File: config.mk
export PLATFORM = sky130hd
export DESIGN_NAME = ram_delay_line
export DESIGN_NICKNAME = d
export VERILOG_FILES = /design/src/rtl/dl_pkg.sv /design/src/rtl/dl_control.sv /design/src/rtl/dl_ram.sv /design/src/rtl/dl_datapath.sv /design/src/rtl/ram_delay_line.sv
export SDC_FILE = /design/constraint.sdc
export NUM_CORES = 1
export LEC_CHECK = 0
export CAP_MARGIN = 0
export CORE_UTILIZATION = 38
export DETAILED_ROUTE_END_ITERATION = 8
export GPL_ROUTABILITY_DRIVEN = 1
export SKIP_LAST_GASP = 1
export SLEW_MARGIN = 20
export SYNTH_ARGS = -nofsm -noshare
export SYNTH_HDL_FRONTEND = slang
export SYNTH_HIERARCHICAL = 1
export SYNTH_SLANG_ARGS = --single-unit
File: constraint.sdc
create_clock -name clk -period 4.4 [get_ports clk]
set_input_delay 0.88 -clock clk [delete_from_list [all_inputs] [get_ports clk]]
set_output_delay 0.88 -clock clk [all_outputs]
set_load 0.02 [all_outputs]
File: src/rtl/dl_pkg.sv
package dl_pkg;

  // Per-cycle strobes passed from the control to the datapath
  typedef struct packed {
    logic wrEn;     // store din at the write address this edge
    logic rdEn;     // fetch the word at the read address this edge
    logic rdValid;  // the fetched word was written after the last reset
  } dlStrobe_t;

endpackage

File: src/rtl/dl_control.sv
module dl_control
  import dl_pkg::*;
#(
  parameter int ADDR_W = 4
) (
  input  logic              clk,
  input  logic              rst,
  output logic [ADDR_W-1:0] wrAddr,
  output logic [ADDR_W-1:0] rdAddr,
  output dlStrobe_t         strobe
);

  localparam logic [ADDR_W-1:0] LAST_ADDR = '1;
  localparam logic [ADDR_W-1:0] ONE_ADDR  = ADDR_W'(1);

  logic [ADDR_W-1:0] wrPtr;
  logic [ADDR_W-1:0] rdPtr;
  logic              primed;

  // The read pointer starts at the first entry and the write pointer at
  // the last. Both step every cycle, so their offset never changes.
  always_ff @(posedge clk) begin
    if (rst) begin
      rdPtr  <= '0;
      wrPtr  <= LAST_ADDR;
      primed <= 1'b0;
    end else begin
      rdPtr <= rdPtr + ONE_ADDR;
      wrPtr <= wrPtr + ONE_ADDR;
      if (rdPtr == LAST_ADDR) begin
        primed <= 1'b1;
      end
    end
  end

  // The first read that returns live data is the one at the last entry,
  // which the first post-reset write filled.
  always_comb begin
    strobe.wrEn    = !rst;
    strobe.rdEn    = !rst;
    strobe.rdValid = primed | (rdPtr == LAST_ADDR);
  end

  assign wrAddr = wrPtr;
  assign rdAddr = rdPtr;

endmodule

File: src/rtl/dl_ram.sv
module dl_ram #(
  parameter int DATA_W = 8,
  parameter int ADDR_W = 4
) (
  input  logic              clk,
  input  logic              wrEn,
  input  logic [ADDR_W-1:0] wrAddr,
  input  logic [DATA_W-1:0] wrData,
  input  logic              rdEn,
  input  logic [ADDR_W-1:0] rdAddr,
  output logic [DATA_W-1:0] rdData
);

  localparam int DEPTH = 1 << ADDR_W;

  logic [DATA_W-1:0] mem [DEPTH];

  // Simple dual port: one write port, one registered read port, no reset
  always_ff @(posedge clk) begin
    if (wrEn) begin
      mem[wrAddr] <= wrData;
    end
  end

  always_ff @(posedge clk) begin
    if (rdEn) begin
      rdData <= mem[rdAddr];
    end
  end

endmodule

File: src/rtl/dl_datapath.sv
module dl_datapath
  import dl_pkg::*;
#(
  parameter int DATA_W = 8,
  parameter int ADDR_W = 4
) (
  input  logic              clk,
  input  logic              rst,
  input  dlStrobe_t         strobe,
  input  logic [ADDR_W-1:0] wrAddr,
  input  logic [ADDR_W-1:0] rdAddr,
  input  logic [DATA_W-1:0] din,
  output logic [DATA_W-1:0] dout
);

  logic [DATA_W-1:0] rdData;
  logic              liveQ;

  dl_ram #(
    .DATA_W(DATA_W),
    .ADDR_W(ADDR_W)
  ) u_ram (
    .clk   (clk),
    .wrEn  (strobe.wrEn),
    .wrAddr(wrAddr),
    .wrData(din),
    .rdEn  (strobe.rdEn),
    .rdAddr(rdAddr),
    .rdData(rdData)
  );

  // Tracks whether the word now on rdData belongs to the current run
  always_ff @(posedge clk) begin
    if (rst) begin
      liveQ <= 1'b0;
    end else begin
      liveQ <= strobe.rdEn & strobe.rdValid;
    end
  end

  assign dout = liveQ ? rdData : '0;

endmodule

File: src/rtl/ram_delay_line.sv
module ram_delay_line
  import dl_pkg::*;
#(
  parameter int DATA_W = 8,
  parameter int ADDR_W = 4
) (
  input  logic              clk,
  input  logic              rst,
  input  logic [DATA_W-1:0] din,
  output logic [DATA_W-1:0] dout
);

  logic [ADDR_W-1:0] wrAddr;
  logic [ADDR_W-1:0] rdAddr;
  dlStrobe_t         strobe;

  dl_control #(
    .ADDR_W(ADDR_W)
  ) u_ctl (
    .clk   (clk),
    .rst   (rst),
    .wrAddr(wrAddr),
    .rdAddr(rdAddr),
    .strobe(strobe)
  );

  dl_datapath #(
    .DATA_W(DATA_W),
    .ADDR_W(ADDR_W)
  ) u_dp (
    .clk   (clk),
    .rst   (rst),
    .strobe(strobe),
    .wrAddr(wrAddr),
    .rdAddr(rdAddr),
    .din   (din),
    .dout  (dout)
  );

endmodule

Yosys cells after proc, flatten, opt, wreduce, memory -nomap -nowiden

Memory sizes are Yosys's and may differ from the RTL's. A register that Yosys moved wholly into a read port is not among the register bits.
Index checks and enable logic that the tools add are counted.

Bits in registers: 10
Memory bits (writable): 128
Input bits: 10
Output and inout bits: 8
Logic and storage cells: 14
Memories: 1

Add/subtract/negate cells: 2
Equality and inequality tests: 1
Muxes and demuxes: 2
Bitwise logic cells: 2
Reductions and logical operators: 2

Memory list:

| name           | words | width | rd ports | clocked after memory_dff | write ports | line         | RTL |
|---|---|---|---|---|---|---|---|
| u_dp.u_ram.mem | 16    | 8     | 1        | 1                        | 1           | dl_ram.sv:16 | `logic [DATA_W-1:0] mem [DEPTH];` |

Operators with widths:

| cell                                        | count |
|---|---|
| adder 4 x 1 -> 4 bit, second input constant | 2 |
| 2-to-1 mux 8 bit                            | 1 |
| == test 4 bit, second input constant        | 1 |
| logical NOT 1 bit                           | 2 |
| AND 1 bit                                   | 1 |
| 2-to-1 mux 1 bit                            | 1 |
| bitwise OR 1 bit                            | 1 |

Logic depth before layout (Yosys ltp)

Gate-level depths: netlist of the first run.

Depth in word-level cells: 3
Depth in mapped cells: 5

Modules after synthesis

Netlist of the first run, hierarchy kept.

Modules (own cells, without submodules):

| module      | instances | cells an instance | area an instance (um^2) | sequential area each (um^2) |
|---|---|---|---|---|
| dl_ram      | 1         | 229               | 5227.5                  | 4083.9 |
| dl_control  | 1         | 30                | 331.6                   | 180.2 |
| dl_datapath | 1         | 10                | 78.8                    | 20.0 |

Worst setup path after synthesis of the first run

Ideal clock, no wire load.

Path type: input to register
From: input rst
To: memory u_dp.u_ram.mem[0][0], enable pin
Setup time: 0.383 ns
Data arrival time: 2.398 ns
Data required time: 4.017 ns
Path slack: 1.619 ns
Stages on the path: 4
Buffers on the path: 1
Cell sequence: inv_1 buf_4 or3b_2 nor3_1

Cells in the longest elaborated chain, start to end: 1

RTL lines:

| item                                   | line                | RTL |
|---|---|---|
| from (decl)                            | ram_delay_line.sv:8 | `input logic rst,` |
| 2-to-1 mux 1 bit (not written as such) | dl_ram.sv:21        | `mem[wrAddr] <= wrData;` |
| to (decl)                              | dl_ram.sv:16        |  |

Every way passes these cells.

Worst setup path after layout of the first run

From: input rst
To: memory u_dp.u_ram.mem[3][2], enable pin

The elaborated chain is that of the path after synthesis.

==> metrics.json, run 1 <==
{
  "place_congestion": {"value": 0.7778},
  "largest_net_degree_at_the_start_of_global_routing": {"value": 35},
  "totalWireLength": {"value": 11200, "unit": "um"},
  "ys_ff_latch": {"value": 146},
  "reg2reg_slack": {"value": 1980, "unit": "ps"},
  "die-width": {"value": 123.8, "unit": "um"},
  "top_level_ports": {"value": 18},
  "final_max_slew_viol_count": {"value": 0},
  "design.die.area": {"value": 0.01533, "unit": "mm2"},
  "dr.first_iter.drc_count": {"value": 206},
  "worstMarginPinSlew": {"value": 918.9, "unit": "ps"},
  "mux_cell_area_share_after_synthesis": {"value": 13.98, "unit": "%"},
  "initial_core_util": {"value": 38.94, "unit": "%"},
  "overflow": {"value": 0},
  "start_kind": {"value": "input pin"},
  "die_h": {"value": 123.8, "unit": "um"},
  "post-route-period-util": {"value": 59.49, "unit": "%"},
  "final.setup_skew": {"value": 8.699, "unit": "ps"},
  "worst_hold_path_type": {"value": "register to register"},
  "crit-reg2reg-capture": {"value": "u_dp/u_ram/rdData[4]"},
  "power.ir.vdd_worst": {"value": 0.3480, "unit": "mV"},
  "slowest_stage": {"value": "nor2_1"},
  "r2r_cells": {"value": 4},
  "ys_warn_count": {"value": 6},
  "delay_of_the_slowest_cell_on_the_worst_path": {"value": 610, "unit": "ps"},
  "final-setup-viol-count": {"value": 0},
  "fin_total_pwr": {"value": 3.136, "unit": "mW"},
  "tritoncts": {"value": "done"},
  "timing.slew.headroom": {"value": 38.74, "unit": "%"},
  "critPathTopFamily": {"value": "simple AND/OR/NAND/NOR gates"},
  "worstPathCellList": {"value": "clkdlybuf4s50_1 > inv_1 > or3b_2 > nor2_1"},
  "netlist-cell-type-count": {"value": 30},
  "final_hold_viol_count": {"value": 0},
  "final.hold.worst_slack": {"value": 544.8, "unit": "ps"},
  "syn_inst": {"value": 269},
  "detail-route-antenna-nets": {"value": 0},
  "cts_root_buf": {"value": "clkbuf_16"},
  "num-nets-final": {"value": 313},
  "clock-sinks": {"value": 146},
  "core-area": {"value": 0.01448, "unit": "mm2"},
  "clock_tree.buffer_depth": {"value": 2},
  "critical_path_maximum_fanout": {"value": 8},
  "hold_end": {"value": "u_ctl/primed"},
  "fmax": {"value": 382.1, "unit": "MHz"},
  "dr_total_vias": {"value": 2670},
  "portBuffers": {"value": 17},
  "power.static_leakage": {"value": 2.138, "unit": "nW"},
  "post_cts.resized_instances": {"value": 0},
  "synth_sequential_area_ratio": {"value": 75.99, "unit": "%"},
  "routed_via_density": {"value": 5.361},
  "outcome": {"value": "finished clean"},
  "finalSetupTns": {"value": 0, "unit": "ps"},
  "drt_pre_antenna_iters": {"value": 4},
  "synth_fa_ha_area_share": {"value": 0.4439, "unit": "%"},
  "post-route-drc-count": {"value": 0},
  "worstPathArrival": {"value": 2660, "unit": "ps"},
  "synth_nets": {"value": 281},
  "setup.worst_path.end_class": {"value": "register"},
  "number_of_global_route_vias_before_repair": {"value": 2741},
  "grt_usage": {"value": 16.85, "unit": "%"},
  "clock_latency": {"value": 420, "unit": "ps"},
  "layout_cell_share_with_drive_strength_beyond_1": {"value": 18.79, "unit": "%"},
  "cts_hold_buf": {"value": 0},
  "cts.htree.levels": {"value": 4},
  "antenna_found_initial": {"value": 0},
  "rsz0062_at_grt": {"value": "false"},
  "required": {"value": 4440, "unit": "ps"},
  "cts-buffers-inserted": {"value": 17},
  "average_routed_wire_per_standard_cell": {"value": 22.48, "unit": "um"},
  "power_per_cell_area": {"value": 477.3, "unit": "mW/mm2"},
  "synth-compound-area-share": {"value": 2.486, "unit": "%"},
  "timing_worst_setup_path_type": {"value": "input pin to register"},
  "grt_pass1_wl": {"value": 17190, "unit": "um"},
  "hold_path_origin": {"value": "u_ctl/primed"},
  "placementRows": {"value": 44},
  "place_hpwl": {"value": 7025, "unit": "um"},
  "synth_area_per_cell": {"value": 20.96, "unit": "um2"},
  "flow.area_growth_from_synthesis": {"value": 16.56, "unit": "%"},
  "critical_path_buf_inv_count": {"value": 2},
  "cts_post_setup_buffers_inserted": {"value": 0},
  "time_the_worst_path_needs_with_i_o_delays_and_setup": {"value": 2617, "unit": "ps"},
  "synth-simple-area-share": {"value": 5.060, "unit": "%"},
  "dp_cells": {"value": 466},
  "finish.cell_count_without_fillers": {"value": 498},
  "post_synthesis_xor_xnor_area_fraction": {"value": 0.3107, "unit": "%"},
  "max-cap-violations": {"value": 0},
  "num_antenna_cells": {"value": 0},
  "synth_top_family_by_area": {"value": "multiplexers"},
  "whs_path_depth": {"value": 2},
  "clkTransAtPathRegs": {"value": 60, "unit": "ps"},
  "startpoint_of_the_lowest_slack_register_to_register_path": {"value": "u_ctl/rdAddr[0]"},
  "synth_area": {"value": 0.005638, "unit": "mm2"}
}
==> cell families (layout without fill, tap and decap cells) <==
logic type               after synthesis  after routing
multiplexers                          33             33
flip-flops                           146            146
buffers and inverters                 12             57
AND/OR/NAND/NOR                       55             55
adder cells (fa/ha/maj)                2              2
XOR/XNOR                               2              2
AO/OA/AOI/OAI                         19             19
==> metrics by stage <==
step | util, % | setup WS, ps | cell area [um2]
final | 45.39 | 1783 | 6571
after global routing | 45.39 | 1669 | 6571
after CTS | 45.39 | 1769 | 6571
after detailed placement | 41.43 | 1358 | 5998
after global placement | 41.43 | 1385 | 5998
after floorplan | - | 1619 | 5638
==> how the worst max path moves through the flow <==
stage               start                    to  slack [ps]  depth (start not counted)
2_1_floorplan         rst  u_dp/u_ram/mem[0][0]        1620                          4
3_3_place_gp          rst  u_dp/u_ram/mem[2][0]        1380                          4
3_5_place_dp          rst  u_dp/u_ram/mem[3][0]        1360                          4
4_1_cts        u_dp/liveQ               dout[1]        1770                          2
5_1_grt               rst  u_dp/u_ram/mem[2][6]        1670                          4
6_report              rst  u_dp/u_ram/mem[3][2]        1780                          4
==> worst min-delay path, stage by stage (launching register included) <==
cell,delay [ps]
dfxtp_1,310
a31o_2,100
and2_1,110
==> Yosys cell counts <==
library cell       n  share of area [%]
mux4_2            18                7.2
a22oi_1           16                2.1
mux2_4             1               0.27
a31o_2             1               0.16
and2_1            10                1.1
clkdlybuf4s25_2    3               0.53
mux4_1            14                6.5
and4_1             1               0.16
buf_2              3               0.27
edfxtp_1         136                 72
a31oi_1            1               0.11
or2_2              1               0.11
ha_1               2               0.44
buf_6              3               0.60
nand3_1            1              0.089
nor3_1             4               0.36
buf_4              2               0.27
nor2b_1            3               0.33
nor2_1            16                1.1
dfxtp_1           10                3.6
xnor2_1            2               0.31
nand2b_1           2               0.22
nand3_2            1               0.18
nand2_1           11               0.73
and3b_1            1               0.16
inv_1              1              0.067
or3b_2             1               0.16
and2b_1            1               0.13
nand3b_1           2               0.27
o21ai_0            1              0.089
==> power breakdown <==
part / internal (mW) / leakage, nW / switching, mW
sequential: 1.57 / 1.32 / 0.0309
combinational: 0.0740 / 0.533 / 0.0985
clock: 0.864 / 0.287 / 0.500
==> placed cells by master, fill, tap and decap left out, types with 2 or more instances in the layout <==
cell and instances:
buf_4 7, dfxtp_1 9, nor2b_1 3, and2_1 10, nand2_1 11, xnor2_1 2
nor2_1 16, nand2b_1 2, mux4_2 18, nand3b_1 2, clkbuf_16 17, mux4_1 14
edfxtp_1 136, clkinv_2 4, nor3_1 4, a22oi_1 16, clkbuf_1 4, clkdlybuf4s50_1 17
ha_1 2, clkbuf_8 6
==> routing by layer <==
| layer | wire length (um) | global-route usage [%] |
|---|---|---|
| met1 | 5260 | 24.15 |
| met2 | 5100 | 23.72 |
| met3 | 668 | 5.632 |
| met4 | 165 | 6.401 |
| met5 | 0 | 0 |
==> flip-flops by register name, indices dropped and copies added (netlist names) <==
| signal | cells |
|---|---|
| u_ctl/primed | 1 |
| u_dp/u_ram/mem | 128 |
| u_dp/liveQ | 1 |
| u_ctl/wrAddr | 4 |
| u_dp/u_ram/rdData | 8 |
| u_ctl/rdAddr | 4 |
==> layout make-up <==
| cell class | count | area, um2 |
|---|---|---|
| well taps | 184 | 230.2 |
| clock buffers | 27 | 523.0 |
| multi-input cells | 111 | 1256 |
| clock inverters | 5 | 50.05 |
| repair buffers | 24 | 222.7 |
| fillers | 1201 | 7908 |
| flip-flops and latches | 146 | 4285 |
| inverters | 1 | 3.754 |
No activity file was read; power rests on OpenSTA's default activity.
==> inputs of run 2 (changes only) <==
==> constraint.sdc (replaced) <==
create_clock -name clk -period 2.1 [get_ports clk]
set_input_delay 0.42 -clock clk [delete_from_list [all_inputs] [get_ports clk]]
set_output_delay 0.42 -clock clk [all_outputs]
set_load 0.02 [all_outputs]
==> run 2 against run 1 <==
Compared with the run above: core utilization rose by 1.5 points; register-to-register slack lost 1700 ps; total power is 120% higher; flip-flop and latch count is the same; clock skew barely moved; hold slack got worse by 5.2 ps; combinational power rose by 140%; final cell count is 3.2% higher; clock power increased by 130%; non-clock buffer count grew 16; cell area increased by 3.2%; clock-buffer cell count is 8 lower; critical endpoint is now dout[6]; largest power group unchanged.
==> metrics.json, run 2 (same netlist as run 1, synthesis figures left out) <==
{
  "r2r_cells": {"value": 4, "change": "unchanged"},
  "dr.first_iter.drc_count": {"value": 162, "change": "was 206"},
  "timing.slew.headroom": {"value": 54.90, "unit": "%", "change": "was 38.74%"},
  "power.switching_fraction": {"value": 19.54, "unit": "%", "change": "was 20.06%"},
  "final_hold_viol_count": {"value": 0, "change": "unchanged"},
  "grt_pass1_wl": {"value": 16830, "unit": "um", "change": "was 17190 um"},
  "number_of_global_route_vias_before_repair": {"value": 2778, "change": "was 2741"},
  "fill_cell_instance_count_of_the_final_layout": {"value": 1201, "change": "unchanged"},
  "placement.cell_area": {"value": 0.006161, "unit": "mm2", "change": "was 0.005998 mm2"},
  "place_hpwl": {"value": 6983, "unit": "um", "change": "was 7025 um"},
  "portBuffers": {"value": 17, "change": "unchanged"},
  "final_max_slew_viol_count": {"value": 0, "change": "unchanged"},
  "dr_total_vias": {"value": 2693, "change": "was 2670"},
  "clock_latency": {"value": 410, "unit": "ps", "change": "was 420 ps"},
  "final-setup-viol-count": {"value": 0, "change": "unchanged"},
  "timing_worst_setup_path_type": {"value": "register to output port", "change": "was input pin to register"},
  "max_flop_register": {"value": "u_dp/u_ram/mem", "change": "unchanged"},
  "overflow": {"value": 0, "change": "unchanged"},
  "crit-reg2reg-capture": {"value": "u_dp/u_ram/rdData[5]", "change": "was u_dp/u_ram/rdData[4]"},
  "flow.area_growth_from_synthesis": {"value": 20.33, "unit": "%", "change": "was 16.56%"},
  "critical_path_maximum_fanout": {"value": 8, "change": "unchanged"},
  "final_util": {"value": 46.85, "unit": "%", "change": "was 45.39%"},
  "dp_worst_setup_slack": {"value": 34.17, "unit": "ps", "change": "was 1358 ps"},
  "rsz0062_at_grt": {"value": "false", "change": "unchanged"},
  "time_the_worst_path_needs_with_i_o_delays_and_setup": {"value": 2037, "unit": "ps"},
  "detail-route-antenna-nets": {"value": 0, "change": "unchanged"},
  "die_h": {"value": 123.8, "unit": "um", "change": "unchanged"},
  "totalWireLength": {"value": 11060, "unit": "um", "change": "was 11200 um"},
  "finalSetupTns": {"value": 0, "unit": "ps", "change": "unchanged"},
  "average_routed_wire_per_standard_cell": {"value": 21.51, "unit": "um", "change": "was 22.48 um"},
  "antenna_found_initial": {"value": 0, "change": "unchanged"},
  "tritoncts": {"value": "done", "change": "unchanged"},
  "cts_post_setup_buffers_inserted": {"value": 0, "change": "unchanged"},
  "core-area": {"value": 0.01448, "unit": "mm2", "change": "unchanged"},
  "placementRows": {"value": 44, "change": "unchanged"},
  "layout_cell_share_with_drive_strength_beyond_1": {"value": 23.33, "unit": "%", "change": "was 18.79%"},
  "setup.worst_path.end_class": {"value": "output port", "change": "was register"},
  "worstPathArrival": {"value": 1620, "unit": "ps", "change": "was 2660 ps"},
  "place_congestion": {"value": 0.7189, "change": "was 0.7778"},
  "reg2reg_slack": {"value": 240, "unit": "ps", "change": "was 1980 ps"},
  "num-nets-final": {"value": 329, "change": "was 313"},
  "clkPwrFrac": {"value": 45.9, "unit": "%", "change": "was 43.5%"},
  "fmax": {"value": 490.9, "unit": "MHz"},
  "post-route-period-util": {"value": 97.00, "unit": "%"},
  "clkTransAtPathRegs": {"value": 60, "unit": "ps", "change": "about the same"},
  "design.die.area": {"value": 0.01533, "unit": "mm2", "change": "unchanged"},
  "power.ir.vdd_worst": {"value": 0.6009, "unit": "mV", "change": "was 0.3480 mV"},
  "crit_path_start": {"value": "u_dp/liveQ", "change": "was rst"},
  "top_level_ports": {"value": 18, "change": "unchanged"},
  "max-cap-violations": {"value": 0, "change": "unchanged"},
  "crit_path_end": {"value": "dout[6]", "change": "was u_dp/u_ram/mem[3][2]"},
  "drt_pre_antenna_iters": {"value": 4, "change": "unchanged"},
  "num_antenna_cells": {"value": 0, "change": "unchanged"},
  "initial_core_util": {"value": 38.94, "unit": "%", "change": "unchanged"},
  "pwr-share-seq": {"value": 48.2, "unit": "%", "change": "was 51.0%"},
  "power.combinational.fraction": {"value": 5.9, "unit": "%", "change": "was 5.5%"},
  "required": {"value": 1680, "unit": "ps", "change": "was 4440 ps"},
  "power_per_cell_area": {"value": 1018, "unit": "mW/mm2", "change": "was 477.3 mW/mm2"},
  "most_common_cell_after_layout_fill_and_taps_aside": {"value": "edfxtp_1", "change": "unchanged"},
  "whs_path_depth": {"value": 2, "change": "unchanged"},
  "internal-power": {"value": 5.556, "unit": "mW", "change": "was 2.507 mW"},
  "startpoint_of_the_lowest_slack_register_to_register_path": {"value": "u_ctl/rdAddr[0]", "change": "unchanged"},
  "start_kind": {"value": "register", "change": "was input pin"},
  "power.static_leakage": {"value": 2.258, "unit": "nW", "change": "was 2.138 nW"},
  "number_of_flip_flops_under_the_largest_register_name": {"value": 128, "change": "unchanged"},
  "cts_root_buf": {"value": "clkbuf_16", "change": "unchanged"},
  "worst_hold_path_type": {"value": "register to register", "change": "unchanged"},
  "die-width": {"value": 123.8, "unit": "um", "change": "unchanged"},
  "largest_net_degree_at_the_start_of_global_routing": {"value": 35, "change": "unchanged"},
  "clock_tree.buffer_depth": {"value": 2, "change": "unchanged"},
  "cts.htree.levels": {"value": 4, "change": "unchanged"},
  "routed_via_density": {"value": 5.239, "change": "was 5.361"},
  "post-route-drc-count": {"value": 0, "change": "unchanged"},
  "clock-sinks": {"value": 146, "change": "unchanged"},
  "switching_component_of_the_power": {"value": 1.349, "unit": "mW", "change": "was 629.1 uW"},
  "largest_regs": {"value": "u_dp/u_ram/mem (128), u_dp/u_ram/rdData (8)", "change": "unchanged"},
  "worstMarginPinSlew": {"value": 674.4, "unit": "ps", "change": "was 918.9 ps"},
  "final.setup_skew": {"value": 8.526, "unit": "ps", "change": "was 8.699 ps"},
  "postLayoutCellArea": {"value": 0.006784, "unit": "mm2", "change": "was 0.006571 mm2"},
  "cts-buffers-inserted": {"value": 17, "change": "unchanged"},
  "outcome": {"value": "finished clean", "change": "unchanged"},
  "layout_common_cells": {"value": "136 x edfxtp_1, 20 x buf_4, 18 x mux4_2, 17 x clkbuf_16", "change": "was 136 x edfxtp_1, 18 x mux4_2, 17 x clkbuf_16, 17 x clkdlybuf4s50_1"},
  "grt_usage": {"value": 16.28, "unit": "%", "change": "was 16.85%"},
  "fin_ws": {"value": 63.04, "unit": "ps", "change": "was 1783 ps"}
}
-- run 2: cell types whose count changed in the layout (fill, tap and decap cells not counted), sizes merged --
cell / previous run / this run
buf: 7 / 23
clkbuf: 27 / 19
bufinv: 1 / 5
clkinv: 4 / 7
clkdlybuf4s50: 17 / 16
clkinvlp: 0 / 1
dlygate4sd2: 0 / 1
-- run 2: worst min path at each step --
stage	from	endpoint
finish	u_ctl/primed	u_ctl/primed
floorplan	u_ctl/rdAddr[0]	u_ctl/rdAddr[0]
CTS	u_ctl/primed	u_ctl/primed
detailed placement	u_ctl/primed	u_ctl/primed
global route	u_ctl/wrAddr[0]	u_ctl/wrAddr[0]
global placement	u_ctl/wrAddr[0]	u_ctl/wrAddr[0]
-- run 2: per-stage QoR --
step	power, mW	hold WS [ps]	instances
after floorplan	3.625	450.7	269
after global placement	3.795	521.5	482
after detailed placement	3.803	529.1	482
after CTS	6.971	542.4	514
after global routing	7.123	570.2	514
final	6.905	539.6	514
-- run 2: power by group through the flow --
stage          Clock (mW)  Combinational, mW  Sequential (mW)
2_1_floorplan           0              0.248             3.38
3_3_place_gp            0              0.409             3.39
3_5_place_dp            0              0.414             3.39
4_1_cts              3.23              0.417             3.33
5_1_grt              3.34              0.444             3.34
6_report             3.17              0.409             3.33
-- run 2: area by class of cell --
| type | count | area [um2] | area share, % |
|---|---|---|---|
| clock buffers | 19 | 432.9 | 6.381 |
| clock inverters | 13 | 190.2 | 2.803 |
| inverters | 1 | 3.754 | 0.05533 |
| multi-input cells | 111 | 1261 | 18.59 |
| flip-flops and latches | 146 | 4287 | 63.19 |
| well taps | 184 | 230.2 | 3.394 |
| repair buffers | 40 | 379.1 | 5.588 |
-- run 2: what timing repair did --
item	4_1_cts	5_1_grt
hold endpoints to repair	0	0
resized for setup	2	0
hold buffers	0	0
endpoints found under the setup margin	5	0
-- run 2: routing by layer --
metal	GRT usage [%]	share of wire (%)	vias to the layer above
met1	21.04	43	1416
li1	-	-	1207
met3	5.357	5.7	4
met2	25.66	51	66
met4	5.873	0.68	0
met5	0	0	-
-- run 2: critical path: stages (launching register included) --
cell and delay [ps]:
dfxtp_2 400, and2_1 190, clkdlybuf4s50_1 620
